<file path="config.mk">
export PLATFORM = sky130hd
export DESIGN_NAME = sdclk_div
export DESIGN_NICKNAME = d
export VERILOG_FILES = /design/src/rtl/sdclk_pkg.sv /design/src/rtl/sdclk_field.sv /design/src/rtl/sdclk_rxsel.sv /design/src/rtl/sdclk_gen.sv /design/src/rtl/sdclk_div.sv
export SDC_FILE = /design/constraint.sdc
export NUM_CORES = 1
export LEC_CHECK = 0
export ABC_AREA = 1
export BUFFER_PORTS_ARGS = -buffer_cell sky130_fd_sc_hd__clkbuf_2
export CAP_MARGIN = 10
export CORE_AREA = 4 4 74 76
export DETAILED_ROUTE_END_ITERATION = 10
export DIE_AREA = 0 0 78 80
export GPL_ROUTABILITY_DRIVEN = 0
export SETUP_SLACK_MARGIN = 0.1
export SYNTH_ARGS = -nofsm -noshare
export SYNTH_HDL_FRONTEND = slang
export SYNTH_HIERARCHICAL = 1
export SYNTH_SLANG_ARGS = --single-unit
</file>
<file path="constraint.sdc">
create_clock -name clk_i -period 6.2 [get_ports clk_i]
set_input_delay 1.86 -clock clk_i [delete_from_list [all_inputs] [get_ports clk_i]]
set_output_delay 1.86 -clock clk_i [all_outputs]
set_load 0.01 [all_outputs]
</file>
<file path="src/rtl/sdclk_pkg.sv">
package sdclk_pkg;

  typedef enum logic [2:0] {
    SPD_LEGACY = 3'd0,
    SPD_HS     = 3'd1,
    SPD_SDR12  = 3'd2,
    SPD_SDR25  = 3'd3,
    SPD_SDR50  = 3'd4,
    SPD_SDR104 = 3'd5,
    SPD_DDR50  = 3'd6,
    SPD_RSV    = 3'd7
  } speed_e;

  typedef enum logic [1:0] {
    RX_INT = 2'd0,
    RX_RET = 2'd1,
    RX_FB  = 2'd2,
    RX_RSV = 2'd3
  } rx_src_e;

endpackage

</file>
<file path="src/rtl/sdclk_field.sv">
module sdclk_field #(
  parameter int FIELD_W = 10,
  parameter int REQ_W   = 12
) (
  input  logic [REQ_W-1:0]   req_i,
  input  logic               ddr_en_i,
  output logic [FIELD_W-1:0] field_o
);
  localparam logic [REQ_W-1:0]   MAX_REQ = REQ_W'({FIELD_W{1'b1}});
  localparam logic [FIELD_W-1:0] MAX_FLD = {FIELD_W{1'b1}};

  logic [FIELD_W-1:0] clamped;

  always_comb begin
    clamped = (req_i > MAX_REQ) ? MAX_FLD : req_i[FIELD_W-1:0];
    // bypass is not allowed with double data rate
    if (ddr_en_i && clamped == '0) field_o = FIELD_W'(1);
    else                           field_o = clamped;
  end
endmodule

</file>
<file path="src/rtl/sdclk_rxsel.sv">
module sdclk_rxsel
  import sdclk_pkg::*;
(
  input  logic [2:0] speed_i,
  input  logic [1:0] rx_src_i,
  output logic [1:0] rx_sel_o,
  output logic       bus_speed_o
);
  always_comb begin
    bus_speed_o = (speed_i >= SPD_SDR50);
    if (speed_i == SPD_SDR104)    rx_sel_o = RX_FB;
    else if (rx_src_i == RX_RSV)  rx_sel_o = RX_INT;
    else                          rx_sel_o = rx_src_i;
  end
endmodule

</file>
<file path="src/rtl/sdclk_gen.sv">
module sdclk_gen #(
  parameter int FIELD_W = 10
) (
  input  logic               clk_i,
  input  logic               rst_ni,
  input  logic [FIELD_W-1:0] next_field_i,
  output logic               div_clk_o,
  output logic               bypass_o,
  output logic [FIELD_W-1:0] act_field_o
);
  logic [FIELD_W-1:0] act_q, cnt_q;
  logic               div_q;
  logic               byp, term;

  assign byp  = (act_q == '0);
  assign term = (cnt_q == act_q - 1'b1);

  always_ff @(posedge clk_i or negedge rst_ni) begin
    if (!rst_ni) begin
      act_q <= FIELD_W'(1);
      cnt_q <= '0;
      div_q <= 1'b0;
    end else if (byp) begin
      act_q <= next_field_i;
      cnt_q <= '0;
      div_q <= 1'b0;
    end else if (term) begin
      cnt_q <= '0;
      div_q <= ~div_q;
      if (div_q) act_q <= next_field_i;  // reload only on the falling toggle
    end else begin
      cnt_q <= cnt_q + 1'b1;
    end
  end

  assign div_clk_o   = div_q;
  assign bypass_o    = byp;
  assign act_field_o = act_q;

  assert_cnt_range_R1: assert property (@(posedge clk_i) disable iff (!rst_ni)
    !byp |-> (cnt_q < act_q));

  assert_half_period_R2: assert property (@(posedge clk_i) disable iff (!rst_ni)
    (!byp && !term) |=> $stable(div_q));

  assert_apply_falling_R6: assert property (@(posedge clk_i) disable iff (!rst_ni)
    (!byp && !(term && div_q)) |=> $stable(act_q));

  assert_reload_low_R6: assert property (@(posedge clk_i) disable iff (!rst_ni)
    (!byp && term && div_q) |=> !div_q);
endmodule

</file>
<file path="src/rtl/sdclk_div.sv">
module sdclk_div
  import sdclk_pkg::*;
#(
  parameter int FIELD_W = 10,
  parameter int REQ_W   = 12,
  localparam int RATIO_W = FIELD_W + 1
) (
  input  logic               clk_i,
  input  logic               rst_ni,
  input  logic [REQ_W-1:0]   div_req_i,
  input  logic               ddr_en_i,
  input  logic [2:0]         speed_i,
  input  logic [1:0]         rx_src_i,
  output logic               card_clk_o,
  output logic [1:0]         rx_sel_o,
  output logic               bus_speed_o,
  output logic [RATIO_W-1:0] ratio_o
);
  localparam logic [REQ_W-1:0]   MAX_REQ = REQ_W'({FIELD_W{1'b1}});
  localparam logic [FIELD_W-1:0] MAX_FLD = {FIELD_W{1'b1}};

  logic [FIELD_W-1:0] eff_field, act_field;
  logic               div_clk, bypass;

  sdclk_field #(.FIELD_W(FIELD_W), .REQ_W(REQ_W)) u_field (
    .req_i    (div_req_i),
    .ddr_en_i (ddr_en_i),
    .field_o  (eff_field)
  );

  sdclk_gen #(.FIELD_W(FIELD_W)) u_gen (
    .clk_i        (clk_i),
    .rst_ni       (rst_ni),
    .next_field_i (eff_field),
    .div_clk_o    (div_clk),
    .bypass_o     (bypass),
    .act_field_o  (act_field)
  );

  sdclk_rxsel u_rxsel (
    .speed_i     (speed_i),
    .rx_src_i    (rx_src_i),
    .rx_sel_o    (rx_sel_o),
    .bus_speed_o (bus_speed_o)
  );

  // bypass hands the master clock to the card unchanged
  assign card_clk_o = bypass ? clk_i : div_clk;
  assign ratio_o    = bypass ? RATIO_W'(1) : {act_field, 1'b0};

  assert_bypass_ratio_R3: assert property (@(posedge clk_i) disable iff (!rst_ni)
    (div_req_i == '0 && !ddr_en_i) |-> (eff_field == '0));

  assert_ddr_no_bypass_R4: assert property (@(posedge clk_i) disable iff (!rst_ni)
    (ddr_en_i && $past(ddr_en_i)) |-> (ratio_o != RATIO_W'(1)));

  assert_saturate_R5: assert property (@(posedge clk_i) disable iff (!rst_ni)
    (div_req_i > MAX_REQ) |-> (eff_field == MAX_FLD));

  assert_bus_speed_R7: assert property (@(posedge clk_i) disable iff (!rst_ni)
    (speed_i == SPD_LEGACY || speed_i == SPD_SDR104) |-> (bus_speed_o == (speed_i == SPD_SDR104)));

  assert_fb_sel_R8: assert property (@(posedge clk_i) disable iff (!rst_ni)
    (speed_i == SPD_SDR104) |-> (rx_sel_o == RX_FB));
endmodule

</file>
==> results_dict.tcl <==
set metrics [dict create \
    peakVddDrop_mv 0.0683 \
    vias_per_cell 4.44 \
    fin_skew_ns 0.00483 \
    hold_path.class "register to register" \
    p_leak_nw 1.10 \
    core_mm2 0.00472 \
    synth.distinct_cells 28 \
    num_io_pins 35 \
    io_buffers 34 \
    layout_setup_ws_ns 0.795 \
    use_met3_pct 3.72 \
    worstSetupPathType "clock port to primary output" \
    grt_pass1_wl_um 6350 \
    grt_overflow_total 0 \
    swShare_pct 21.6 \
    maxSlewHeadroom_pct 63.8 \
    vias 1628 \
    place_ws_ns 1.03 \
    grt_pass1_vias 1485 \
    worstMarginPinSlew_ns 0.543 \
    drive_gt1_share_pct 19.0 \
    detail-route-antenna-nets 0 \
    synth-main-ff-cell "dfrtp_1" \
    pwr-share-seq_pct 46.4 \
    ys_ff_latch 21 \
    status "finished, final reports clean" \
    synth_top_area_share_pct 30.1 \
    diodes 0 \
    die_h_um 80 \
    clock_power_share_pct 47.8 \
    syn_avg_cell_area_um2 6.27 \
    yosysWarnings 6 \
    layout.nets 323 \
    die_area_mm2 0.00624 \
    drt-total-wl_um 3610 \
    grt_util_met2_pct 21.3 \
    rsz0062_at_grt "no" \
    post_drt_wl_per_cell_um 9.83 \
    cap_violations 0 \
    rows 25 \
    p_sw_mw 0.0636 \
    yosysSeqAreaShare_pct 31.7 \
    placed_cells 360 \
    gr-max-usage-layer "met2" \
    slew_violations 0 \
    dpl_cell_area_mm2 0.00186 \
    start_kind "clock port" \
    syn_nets 287 \
    cts_resized 0 \
    drc 0 \
    synth_edf_count 0 \
    required_ns 4.34 \
    grt_max_degree 22 \
    layout.cells.non_filler 367 \
    path_clk_slew_ns 0.08 \
    arrival_ns 3.54 \
    cts_hold_buffers 0 \
    syn_inst 265 \
    end_kind "primary output" \
    track_usage_pct 12.8 \
    use_met1_pct 15.2 \
    cellPowerDensity_mw_per_mm2 152 \
    antenna_found_initial 0 \
    initial_core_util_pct 35.2 \
    synthArstFlopShare_pct 100 \
    area_growth_syn_to_layout_pct 16.9 \
    cts_tree "built" \
    die_x_um 78 \
    hpwl_um 2880 \
    combPwrFrac_pct 5.8 \
    setup_viol 0 \
    drt_pass1_iterations 4 \
    worstPathMaxFanout 2 \
    synthTopCellsByCount "nand2_1, inv_1, nor2_1, nand3_1, dfrtp_1" \
    drtIter0Drc 59 \
    worstSkewPairLatency_ns 0.37 \
    post-route-util_pct 41.2 \
    finalInstanceArea_mm2 0.00194 \
    syn_area_mm2 0.00166 \
    tns_ns 0 \
    synthMostInstantiatedCell "nand2_1" \
    yosys.area.top_type "dfrtp_1" \
    p_int_mw 0.231 \
    cts_setup_buffers 0 \
    synth_area_leaders "dfrtp_1, nand2_1, inv_1" \
    hold_violations 0 \
]
[final cells by class]
| type | count | area [um^2] |
|---|---|---|
| clock buffer | 8 | 91.3 |
| fill | 518 | 2780 |
| inverter | 43 | 161 |
| multi-input combinational | 195 | 916 |
| sequential | 21 | 527 |
| tap | 67 | 83.8 |
| timing repair buffer | 33 | 165 |
[path summary, 6_finish.rpt]
check	cells past startpoint	startpoint	slack [ns]	endpoint
worst min register to register	1	u_gen/cnt_q[0]	0.51	u_gen/cnt_q[0]
max in group asynchronous	1	rst_ni	4.37	u_gen/act_field_o[0]
min in group asynchronous	1	rst_ni	1.46	u_gen/cnt_q[4]
worst max register to register	14	u_gen/act_field_o[0]	3.85	u_gen/act_field_o[0]
worst min-delay path	1	u_gen/cnt_q[0]	0.51	u_gen/cnt_q[0]
worst max-delay path	5	clk_i	0.80	card_clk_o
[cell families after synthesis]
| kind of cell | count (synthesis) | share of synthesized area [%] |
|---|---|---|
| simple gates | 181 | 48.1 |
| buf+inv | 49 | 13.2 |
| flops | 21 | 31.7 |
| compound gates | 7 | 2.41 |
| xor+xnor | 5 | 3.09 |
| fa+ha+maj | 2 | 1.50 |
[power by group through the flow]
stage	combinational, mW	clock [mW]	sequential, mW
final	0.0170	0.141	0.137
after global routing	0.0196	0.153	0.137
after CTS	0.0176	0.144	0.137
[routing by layer]
metal  part of all wire, %  vias up
li1                      -      872
met1                    46      709
met2                    47       42
met3                   6.4        5
met4                   1.4        0
met5                     0        -
[worst max-delay path, stage by stage]
cell and delay [ns]:
clkbuf_8 0.11, clkbuf_8 0.11, nand2_1 0.05, nand2_1 0.05, clkbuf_2 0.12
[flip-flops by register name, summed over array words and instances (netlist names)]
name	flops
u_gen/cnt_q	10
u_gen/div_clk_o	1
u_gen/act_field_o	10
[through the flow]
stage / hold slack, ns / total power, mW
finish: 0.512 / 0.295
global route: 0.546 / 0.310
CTS: 0.514 / 0.299
detailed placement: 0.502 / 0.157
global placement: 0.488 / 0.157
floorplan: 0.454 / 0.146
[cells in the final DEF (no fill, tap or decap), types with 3 or more instances in the layout]
master	count
nand2_1	86
inv_1	42
nor2_1	42
clkbuf_2	34
nand3_1	25
dfrtp_1	20
or2_1	9
clkbuf_8	6
nor2_2	4
nand2_2	4
a21oi_1	3
nor3_1	3
No activity file was read; power rests on OpenSTA's default activity.
